===== src/rtl/root_port_pkg.sv =====
package root_port_pkg;
  localparam int unsigned B_CONN   = 0;
  localparam int unsigned B_EN     = 1;
  localparam int unsigned B_SUSP   = 2;
  localparam int unsigned B_RST    = 4;
  localparam int unsigned B_PWR    = 8;
  localparam int unsigned B_LS     = 9;
  localparam int unsigned B_CONN_C = 16;
  localparam int unsigned B_EN_C   = 17;
  localparam int unsigned B_SUSP_C = 18;
  localparam int unsigned B_RST_C  = 20;

  localparam int unsigned NFLAGS = 4;
  localparam int unsigned F_CONN = 0;
  localparam int unsigned F_EN   = 1;
  localparam int unsigned F_SUSP = 2;
  localparam int unsigned F_RST  = 3;

  typedef struct packed {
    logic clr_en;
    logic set_en;
    logic set_susp;
    logic set_rst;
    logic set_pwr;
    logic clr_pwr;
    logic [NFLAGS-1:0] clr_flag;
  } port_cmd_t;

  function automatic port_cmd_t decode_cmd(input logic wr, input logic [31:0] wd);
    port_cmd_t c;
    c.clr_en   = wr & wd[B_CONN];
    c.set_en   = wr & wd[B_EN];
    c.set_susp = wr & wd[B_SUSP];
    c.set_rst  = wr & wd[B_RST];
    c.set_pwr  = wr & wd[B_PWR];
    c.clr_pwr  = wr & wd[B_LS];
    c.clr_flag[F_CONN] = wr & wd[B_CONN_C];
    c.clr_flag[F_EN]   = wr & wd[B_EN_C];
    c.clr_flag[F_SUSP] = wr & wd[B_SUSP_C];
    c.clr_flag[F_RST]  = wr & wd[B_RST_C];
    return c;
  endfunction
endpackage


===== src/rtl/port_conn_track.sv =====
module port_conn_track (
  input  logic clk_i,
  input  logic rst_ni,
  input  logic attach_i,
  input  logic fixed_dev_i,
  input  logic low_speed_i,
  output logic conn_o,
  output logic ls_o,
  output logic attach_ev_o,
  output logic detach_ev_o
);
  logic conn_d, conn_q, ls_q;

  assign conn_d      = attach_i | fixed_dev_i;
  assign attach_ev_o = conn_d & ~conn_q;
  assign detach_ev_o = ~conn_d & conn_q;

  always_ff @(posedge clk_i or negedge rst_ni) begin
    if (!rst_ni) begin
      conn_q <= 1'b0;
      ls_q   <= 1'b0;
    end else begin
      conn_q <= conn_d;
      ls_q   <= low_speed_i;
    end
  end

  assign conn_o = conn_q;
  assign ls_o   = ls_q & conn_q;

  a_r11_strap_connects: assert property (@(posedge clk_i) disable iff (!rst_ni)
    fixed_dev_i |=> conn_o);
  a_r2_detach_drops: assert property (@(posedge clk_i) disable iff (!rst_ni)
    detach_ev_o |=> !conn_o);
endmodule


===== src/rtl/port_rst_timer.sv =====
module port_rst_timer #(
  parameter int unsigned CYCLES = 10
) (
  input  logic clk_i,
  input  logic rst_ni,
  input  logic start_i,
  input  logic abort_i,
  output logic active_o,
  output logic done_o
);
  localparam int unsigned CW = (CYCLES > 1) ? $clog2(CYCLES) : 1;
  localparam logic [CW-1:0] LOAD = CW'(CYCLES - 1);

  logic          active_q;
  logic [CW-1:0] cnt_q;

  assign done_o   = active_q & (cnt_q == '0) & ~abort_i;
  assign active_o = active_q;

  always_ff @(posedge clk_i or negedge rst_ni) begin
    if (!rst_ni) begin
      active_q <= 1'b0;
      cnt_q    <= '0;
    end else if (!active_q) begin
      if (start_i) begin
        active_q <= 1'b1;
        cnt_q    <= LOAD;
      end
    end else if (abort_i || cnt_q == '0) begin
      active_q <= 1'b0;
      cnt_q    <= '0;
    end else begin
      cnt_q <= cnt_q - 1'b1;
    end
  end

  a_r5_count_bound: assert property (@(posedge clk_i) disable iff (!rst_ni)
    active_q |-> (cnt_q <= LOAD));
  a_r5_holds_until_expiry: assert property (@(posedge clk_i) disable iff (!rst_ni)
    (active_q && cnt_q != '0 && !abort_i) |=> active_q);
  a_r5_ends_after_done: assert property (@(posedge clk_i) disable iff (!rst_ni)
    done_o |=> !active_q);
endmodule


===== src/rtl/port_change_flags.sv =====
module port_change_flags #(
  parameter int unsigned N = 4
) (
  input  logic         clk_i,
  input  logic         rst_ni,
  input  logic [N-1:0] set_i,
  input  logic [N-1:0] clr_i,
  output logic [N-1:0] flag_o
);
  logic [N-1:0] flag_q;

  for (genvar i = 0; i < N; i++) begin : g_flag
    always_ff @(posedge clk_i or negedge rst_ni) begin
      if (!rst_ni)        flag_q[i] <= 1'b0;
      else if (set_i[i])  flag_q[i] <= 1'b1;   // hardware event beats software clear
      else if (clr_i[i])  flag_q[i] <= 1'b0;
    end

    a_r10_clear_takes: assert property (@(posedge clk_i) disable iff (!rst_ni)
      (clr_i[i] && !set_i[i]) |=> !flag_o[i]);
    a_r10_set_sticks: assert property (@(posedge clk_i) disable iff (!rst_ni)
      set_i[i] |=> flag_o[i]);
    a_r10_idle_stable: assert property (@(posedge clk_i) disable iff (!rst_ni)
      (!set_i[i] && !clr_i[i]) |=> $stable(flag_o[i]));
  end

  assign flag_o = flag_q;
endmodule


===== src/rtl/port_ctrl_core.sv =====
module port_ctrl_core
  import root_port_pkg::*;
(
  input  logic      clk_i,
  input  logic      rst_ni,
  input  port_cmd_t cmd_i,
  input  logic      conn_i,
  input  logic      detach_ev_i,
  input  logic      resume_done_i,
  input  logic      rst_active_i,
  input  logic      rst_done_i,
  output logic      en_o,
  output logic      susp_o,
  output logic      pwr_o,
  output logic      rst_start_o,
  output logic      refused_o,
  output logic      en_chg_o,
  output logic      susp_chg_o
);
  logic en_q, susp_q, pwr_q;
  logic en_d, susp_d, pwr_d;

  assign rst_start_o = cmd_i.set_rst & conn_i & ~rst_active_i & ~detach_ev_i;
  // commands needing a device, issued to an empty port
  assign refused_o   = ~conn_i & (cmd_i.set_en | cmd_i.set_susp | cmd_i.set_rst);
  assign en_chg_o    = detach_ev_i & en_q;
  assign susp_chg_o  = resume_done_i & susp_q & ~detach_ev_i;

  always_comb begin
    en_d = en_q;
    if (detach_ev_i)                 en_d = 1'b0;
    else if (rst_done_i)             en_d = 1'b1;
    else if (cmd_i.clr_en)           en_d = 1'b0;
    else if (cmd_i.set_en && conn_i) en_d = 1'b1;

    susp_d = susp_q;
    if (detach_ev_i || rst_done_i)     susp_d = 1'b0;
    else if (resume_done_i && susp_q)  susp_d = 1'b0;
    else if (cmd_i.set_susp && conn_i) susp_d = 1'b1;

    pwr_d = pwr_q;
    if (cmd_i.clr_pwr)      pwr_d = 1'b0;
    else if (cmd_i.set_pwr) pwr_d = 1'b1;
  end

  always_ff @(posedge clk_i or negedge rst_ni) begin
    if (!rst_ni) begin
      en_q   <= 1'b0;
      susp_q <= 1'b0;
      pwr_q  <= 1'b0;
    end else begin
      en_q   <= en_d;
      susp_q <= susp_d;
      pwr_q  <= pwr_d;
    end
  end

  assign en_o   = en_q;
  assign susp_o = susp_q;
  assign pwr_o  = pwr_q;

  a_r2_no_enable_when_empty: assert property (@(posedge clk_i) disable iff (!rst_ni)
    !conn_i |-> !en_q);
  a_r4_no_suspend_when_empty: assert property (@(posedge clk_i) disable iff (!rst_ni)
    !conn_i |-> !susp_q);
  a_r6_done_enables: assert property (@(posedge clk_i) disable iff (!rst_ni)
    rst_done_i |=> (en_q && !susp_q));
  a_r7_resume_clears: assert property (@(posedge clk_i) disable iff (!rst_ni)
    (resume_done_i && susp_q) |=> !susp_q);
  a_r8_power_off_wins: assert property (@(posedge clk_i) disable iff (!rst_ni)
    cmd_i.clr_pwr |=> !pwr_q);
  a_r3_clear_enable: assert property (@(posedge clk_i) disable iff (!rst_ni)
    (cmd_i.clr_en && !rst_done_i) |=> !en_q);
endmodule


===== src/rtl/root_port_status.sv =====
module root_port_status
  import root_port_pkg::*;
#(
  parameter int unsigned DW         = 32,
  parameter int unsigned RESET_CYCLES = 10
) (
  input  logic          clk_i,
  input  logic          rst_ni,
  input  logic          wr_en_i,
  input  logic [DW-1:0] wdata_i,
  input  logic          attach_i,
  input  logic          low_speed_i,
  input  logic          fixed_dev_i,
  input  logic          resume_done_i,
  output logic [DW-1:0] rdata_o,
  output logic          port_reset_o,
  output logic          suspend_o
);
  localparam int unsigned CW = (DW < 32) ? DW : 32;

  logic [31:0]       wd32;
  port_cmd_t         cmd;
  logic              conn, ls, att_ev, det_ev;
  logic              en, susp, pwr, rst_start, refused, en_chg, susp_chg;
  logic              rst_active, rst_done;
  logic [NFLAGS-1:0] flag_set, flags;
  logic              unused_wdata;

  always_comb begin
    wd32 = '0;
    wd32[CW-1:0] = wdata_i[CW-1:0];
  end
  assign unused_wdata = ^wdata_i;
  assign cmd = decode_cmd(wr_en_i, wd32);

  port_conn_track u_conn (
    .clk_i, .rst_ni, .attach_i, .fixed_dev_i, .low_speed_i,
    .conn_o(conn), .ls_o(ls), .attach_ev_o(att_ev), .detach_ev_o(det_ev)
  );

  port_rst_timer #(.CYCLES(RESET_CYCLES)) u_timer (
    .clk_i, .rst_ni, .start_i(rst_start), .abort_i(det_ev),
    .active_o(rst_active), .done_o(rst_done)
  );

  port_ctrl_core u_core (
    .clk_i, .rst_ni, .cmd_i(cmd), .conn_i(conn), .detach_ev_i(det_ev),
    .resume_done_i, .rst_active_i(rst_active), .rst_done_i(rst_done),
    .en_o(en), .susp_o(susp), .pwr_o(pwr), .rst_start_o(rst_start),
    .refused_o(refused), .en_chg_o(en_chg), .susp_chg_o(susp_chg)
  );

  always_comb begin
    flag_set         = '0;
    flag_set[F_CONN] = att_ev | det_ev | refused;
    flag_set[F_EN]   = en_chg;
    flag_set[F_SUSP] = susp_chg;
    flag_set[F_RST]  = rst_done;
  end

  port_change_flags #(.N(NFLAGS)) u_flags (
    .clk_i, .rst_ni, .set_i(flag_set), .clr_i(cmd.clr_flag), .flag_o(flags)
  );

  always_comb begin
    rdata_o           = '0;
    rdata_o[B_CONN]   = conn;
    rdata_o[B_EN]     = en;
    rdata_o[B_SUSP]   = susp;
    rdata_o[B_RST]    = rst_active;
    rdata_o[B_PWR]    = pwr;
    rdata_o[B_LS]     = ls;
    rdata_o[B_CONN_C] = flags[F_CONN];
    rdata_o[B_EN_C]   = flags[F_EN];
    rdata_o[B_SUSP_C] = flags[F_SUSP];
    rdata_o[B_RST_C]  = flags[F_RST];
  end

  assign port_reset_o = rst_active;
  assign suspend_o    = susp;

  initial begin
    a_r12_width_fits: assert (DW > B_RST_C);
    a_r5_len_nonzero: assert (RESET_CYCLES >= 1);
  end

  a_r5_refused_when_empty: assert property (@(posedge clk_i) disable iff (!rst_ni)
    (cmd.set_rst && !conn && !rst_active) |=> !port_reset_o);
  a_r6_done_flags: assert property (@(posedge clk_i) disable iff (!rst_ni)
    rst_done |=> (rdata_o[B_RST_C] && !port_reset_o));
  a_r2_detach_flags: assert property (@(posedge clk_i) disable iff (!rst_ni)
    det_ev |=> (rdata_o[B_CONN_C] && !port_reset_o && !suspend_o));
endmodule


===== config.mk =====
export PLATFORM = sky130hd
export DESIGN_NAME = root_port_status
export DESIGN_NICKNAME = d
export VERILOG_FILES = /design/src/rtl/root_port_pkg.sv /design/src/rtl/port_conn_track.sv /design/src/rtl/port_rst_timer.sv /design/src/rtl/port_change_flags.sv /design/src/rtl/port_ctrl_core.sv /design/src/rtl/root_port_status.sv
export SDC_FILE = /design/constraint.sdc
export NUM_CORES = 1
export LEC_CHECK = 0
export ABC_AREA = 0
export BUFFER_PORTS_ARGS = -buffer_cell sky130_fd_sc_hd__buf_2
export CAP_MARGIN = 20
export CORE_AREA = 5 5 54 56
export DETAILED_ROUTE_END_ITERATION = 8
export DIE_AREA = 0 0 59 61
export MAX_ROUTING_LAYER = met4
export PLACE_DENSITY_LB_ADDON = 0.08
export SLEW_MARGIN = 40
export SYNTH_ARGS = -nofsm -noshare
export SYNTH_HDL_FRONTEND = slang
export SYNTH_SLANG_ARGS = --single-unit

===== constraint.sdc =====
create_clock -name clk_i -period 2.59 [get_ports clk_i]
set_input_delay 0.259 -clock clk_i [delete_from_list [all_inputs] [get_ports clk_i]]
set_output_delay 0.259 -clock clk_i [all_outputs]
set_load 0.03 [all_outputs]

# == After elaboration in Yosys (flattened, before gate mapping) ==
# Index checks and enable logic that the tools add are counted.
# word_totals
register_bits,14
input_bits,39
out_inout_bits,34
elab_cells,80
# classes
add_sub_neg,1
muxes,23
n_bitwise,31
reduce_logical,14
# op_table
op,n
1-bit AND,22
1-bit 2-to-1 mux,20
4-bit 2-to-1 mux,3
2-bit nonzero test,6
1-bit bitwise OR,5
4-bit logical NOT,1
1-bit NOT,4
4-bit nonzero test,1
"4-bit by 1-bit subtractor with 4-bit output, second input constant",1
1-bit logical AND,3
3-bit nonzero test,1
1-bit logical OR,2

# == Logic depth before layout (Yosys ltp) ==
# logic_depth
ltp_word,7
depth_mapped,5

# == Modules after synthesis ==
# Synthesis repeated with hierarchy kept, for this count alone.
# hier_totals
hier_cells,102
area_unflattened_um2,945.9
# by_module_without_submodules
mod,n_inst,cells_per_inst,area_each_um2,seq_area_each_um2
root_port_status,1,40,282.8,0.0
port_rst_timer,1,27,275.3,125.1
port_ctrl_core,1,17,162.7,75.1
port_change_flags,1,12,145.1,100.1
port_conn_track,1,6,80.1,50.0

# == Worst setup path before layout ==
# No wires, ideal clock.
# synth_path
kind,register to register
from,"register u_conn.conn_q, in the netlist u_conn.conn_o"
to,register u_timer.cnt_q[2]
setup_time_ns,0.118
arrival_ns,1.200
required_time_ns,2.472
path_slack_ns,1.272
path_stages_with_launch,5
path_buffers,0
synth_period_minus_slack_ns,1.318
cell_sequence,dfrtp_1 > ha_1 > and4b_1 > o22ai_1 > a21o_1
# synth_between
elab_chain_cells,4
# synth_lines
element,line,rtl
start: declaration,port_conn_track.sv:12,"logic conn_d, conn_q, ls_q;"
start signal: assignment,port_conn_track.sv:23,conn_q <= conn_d;
1-bit AND (on tied branches),"port_ctrl_core.sv:23, port_conn_track.sv:16",
"1-bit AND, or another cell as far along",port_ctrl_core.sv:23,assign rst_start_o = cmd_i.set_rst & conn_i & ~rst_active_i & ~detach_ev_i;
1-bit AND or 4-bit 2-to-1 mux (tied branches),"port_ctrl_core.sv:23, port_rst_timer.sv:29",
2-bit nonzero test (no line) or 4-bit 2-to-1 mux (tied branches),--,
end signal: assignment,port_rst_timer.sv:33,cnt_q <= cnt_q - 1'b1;
end: declaration,port_rst_timer.sv:15,logic [CW-1:0] cnt_q;
# Several ways; a longest one is shown, not always the timed one.
# A chain may end at the register's enable or synchronous reset.

# == Worst setup path in the final report ==
# Same ends and word-level chain as after synthesis.

==> impl.org <==
** Timing
- Setup violations remaining at the end of the flow were counted as 0.
- Min Hold Slack :: 0.08844 ns
- Setup repair after global routing missed its margin :: false
- The final-report hold violation count came to 0.
- Max Clock Freq :: 670.7 MHz
- The worst path uses 57.57% of the clock period.
- The clock arrives with 0.003173 ns of skew.
- Number of pins with negative max-slew slack in the final report :: 0
- Final Critical Period :: 1.491 ns
- Final-layout setup total negative slack :: 0 ns

** Power
- Of the total power, the share spent switching nets is between 40 and 50%.
- Leakage Power :: 0.5465 nW
- Max IR drop VDD :: 0.4027 mV
- Sequential fraction of design power :: 40.1%
- Combinational logic is responsible for 46.6% of the overall power.
- Of the total power, the clock network draws 13.3%.
- Switching component of the power :: ~410 uW
- In this run the power density over the cells is 897.9 nW/um^2.
- The internal power of the cells totals approximately 480 uW.
- The design draws 894.3 uW.

** Logic synthesis
- The most used flip-flop cell after synthesis is dfrtp_1.
- In this run the cell area of the synthesized design comes to a little over 900 sq um.
- Synthesis produced 99 cells.
- Yosys printed 0 warnings.
- Post-synthesis average cell area :: 9.390 sq um
- Of all flip-flops after synthesis, the portion carrying an async set or reset was 100.0%.
- Summing the sequential cell areas from Yosys gives 37.69% of the chip area.
- The synthesized netlist contains 30 unique library cells.
- Counting flops and latches in the post-synthesis netlist gives 14.
- Number of flops mapped to enable cells by yosys :: 0

** Setup path
- Tracing the worst setup path back leads to its startpoint at u_conn.conn_o.
- R2R Path End :: u_timer.cnt_q[2]
- Setup crit start kind :: register
- Required time at the endpoint of the critical path :: ~2.8 ns
- The critical path is of the reg2reg type.
- Arrival time reported for the critical path endpoint :: 1.66 ns
- The startpoint identified for the worst register-to-register timing path is u_conn.conn_o.
- Critical Path Sink Type :: register
- The number of cells on the worst reg-to-reg path is 4.
- R2r setup slk :: 1.10 ns
- Of all nets on the critical path, the largest fanout is 9.

** Place
- Number of buffers added on ports :: 28
- Detailed-placement wirelength estimate :: ~1400 um
- In this run the cell area measured after placement is 963.4 sq um.
- At the end of routability-driven placement, the weighted congestion stood at 0.7489.

** Clock network
- Root Buffer Master :: clkbuf_4
- In this run the number of H-tree levels came out at 1.
- After clock tree synthesis, the clock-pin slew on the worst setup and hold paths is ~0.080 ns.
- The clock passes through at most 2 buffers.
- The clock reaches the later pin of the worst-skew pair after 0.27 ns.
- The number of gates resized after CTS was 0.
- Post-CTS setup-driven buffer insertion count :: 0
- TritonCTS built the clock tree.
- Number of buffers added by the clock tree synthesis step :: 3
- CTS Sinks :: 14
- Buffers inserted to repair hold after CTS numbered 1.

** GRT
- For this run the aggregate overflow at the end of global routing stands at 0.
- The via count of the first global-routing pass is 656.
- Overall global routing resource usage :: 10.64%
- The number of antenna violations at the first check in global routing is 0.
- First-pass GRT wire length :: around 2800 um
- Entering global routing, the biggest net connects 15 pins.

** Min path
- For hold timing, the worst endpoint is u_conn.ls_q.
- The worst hold path begins at low_speed_i.
- Hold/Removal Path Class :: in2reg
- Hold path depth :: 1

** Drt
- Vias per inst :: 4.441
- Number of nets with antenna violations after routing :: 0
- The first routing iteration left 7 violations.
- After detailed routing, the number of remaining DRC violations is 0.
- Dividing the detail-routed wire length by the instance count gives 11.91 um.
- Total number of vias :: 675
- The routed design has 1811 um of wire.
- The pre-antenna-repair detailed-routing pass consisted of 4 iterations.

** Layout
- The net count of the finished layout is 167.
- Share of layout cells above drive strength 1 :: 27.05%
- Area grow syn2layout :: 7.133%
- Antenna diodes :: 0
- Final non-filler cell area :: about 1000 sq um
- Layout fillers :: 260
- Measured on the finished design, the core utilization comes to 41.72%.

** Die
- The floorplan step set the die height to 61 um.
- The initial utilization of the core area, before any placement, comes to around two fifths.
- The die is between 50 and 60 um wide.
- I/O pin total :: 73
- Row generation in the floorplan step produced 18 rows.
- The region available for standard cell placement spans about 2400 sq um.
- Die outline area :: 3599 sq um

** Outcome
- Status :: completed

** Flow run
- Max Cap Viol :: 0
layer usage:
metal  global-route usage [%]  up-vias  share of wire, %  wire [um]
met4                    4.854        0              0.66         12
met3                    2.128        2                10        184
met5                        -        -                 0          0
li1                         -      333                 -          -
met2                    16.56       31                45        819
met1                    13.28      309                44        793
state kept, by name, summed over array words and instances (netlist names):
signal            count
u_timer.active_o      1
u_core.susp_o         1
u_conn.ls_q           1
u_timer.cnt_q         4
u_core.pwr_o          1
u_conn.conn_o         1
u_flags.flag_o        4
u_core.en_o           1
metrics by stage:
step / std cells / worst slack, ns
6_report: 152 / 1.099
5_1_grt: 152 / 1.024
4_1_cts: 152 / 1.101
3_5_place_dp: 148 / 1.099
3_3_place_gp: 148 / 1.118
2_1_floorplan: 120 / 1.272
final cells by class:
cell class | instances | area [sq um] | share of cell area (%)
Tap cell | 30 | 37.54 | 3.769
Sequential cell | 14 | 350.3 | 35.18
Clock buffer | 3 | 22.52 | 2.261
Multi-Input combinational cell | 71 | 416.7 | 41.83
Inverter | 5 | 18.77 | 1.884
Timing Repair Buffer | 29 | 150.1 | 15.08
critical path, cell delays in order (launching register included):
cell,delay [ns]
dfrtp_1,0.48
ha_1,0.33
and4b_1,0.31
o22ai_1,0.09
a21o_1,0.19
worst max-delay path by stage:
stage | endpoint | slack, ns | depth (start not counted)
floorplan | u_timer.cnt_q[2] | 1.27 | 4
global placement | u_timer.cnt_q[2] | 1.12 | 4
global route | u_timer.cnt_q[2] | 1.02 | 4
detailed placement | u_timer.cnt_q[2] | 1.10 | 6
finish | u_timer.cnt_q[2] | 1.10 | 4
CTS | u_timer.cnt_q[2] | 1.10 | 4
synthesized netlist by cell type, types with 2 or more instances:
cell type | instances | share of area, %
dfrtp_1 | 14 | 38
nand2_1 | 10 | 4.0
inv_1 | 5 | 2.0
nor2_1 | 3 | 1.2
ha_1 | 4 | 5.4
a21oi_1 | 4 | 2.2
buf_4 | 29 | 23
nor4b_1 | 2 | 1.9
nand2b_1 | 2 | 1.3
a21o_1 | 2 | 1.6
o22ai_1 | 2 | 1.3
nand3_1 | 3 | 1.6
o21ai_0 | 2 | 1.1
logic make-up (layout without fill, tap and decap cells):
family,count (synthesis),after routing,synth area share [%]
AOI/OAI and AO/OA,16,16,11.71
adders and majority gates,4,4,5.384
buffers and inverters,35,37,25.98
DFF,14,14,37.69
other,1,22,0.4034
and+or+nand+nor,29,29,18.84
power groups by stage:
stage / Clock (mW) / Sequential, mW / Combinational [mW]
after floorplan: 0 / 0.402 / 0.329
after global placement: 0 / 0.362 / 0.416
after detailed placement: 0 / 0.363 / 0.420
after CTS: 0.127 / 0.359 / 0.423
after global routing: 0.138 / 0.372 / 0.459
final: 0.119 / 0.359 / 0.417
placed cells by master (no fill, tap or decap):
| cell | n |
|---|---|
| a21o_1 | 2 |
| conb_1 | 22 |
| nand4_1 | 1 |
| nand4b_1 | 1 |
| o311ai_0 | 1 |
| nor2_1 | 3 |
| nor4b_1 | 2 |
| and3b_1 | 1 |
| a211o_1 | 1 |
| dfrtp_1 | 14 |
| o31a_1 | 1 |
| a21oi_1 | 4 |
| a31oi_1 | 1 |
| inv_1 | 5 |
| clkbuf_4 | 3 |
| nor3b_4 | 1 |
| nand2b_1 | 2 |
| and2_1 | 1 |
| o21ai_0 | 2 |
| and4b_1 | 1 |
| nand3_1 | 3 |
| a22o_1 | 1 |
| buf_2 | 28 |
| nand2_1 | 10 |
| ha_1 | 4 |
| nor3_1 | 1 |
| a221o_1 | 1 |
| nor3_2 | 1 |
| o22ai_1 | 2 |
| dlygate4sd3_1 | 1 |
| nand3b_1 | 1 |
Note: power is estimated with default switching activity, not from simulation.
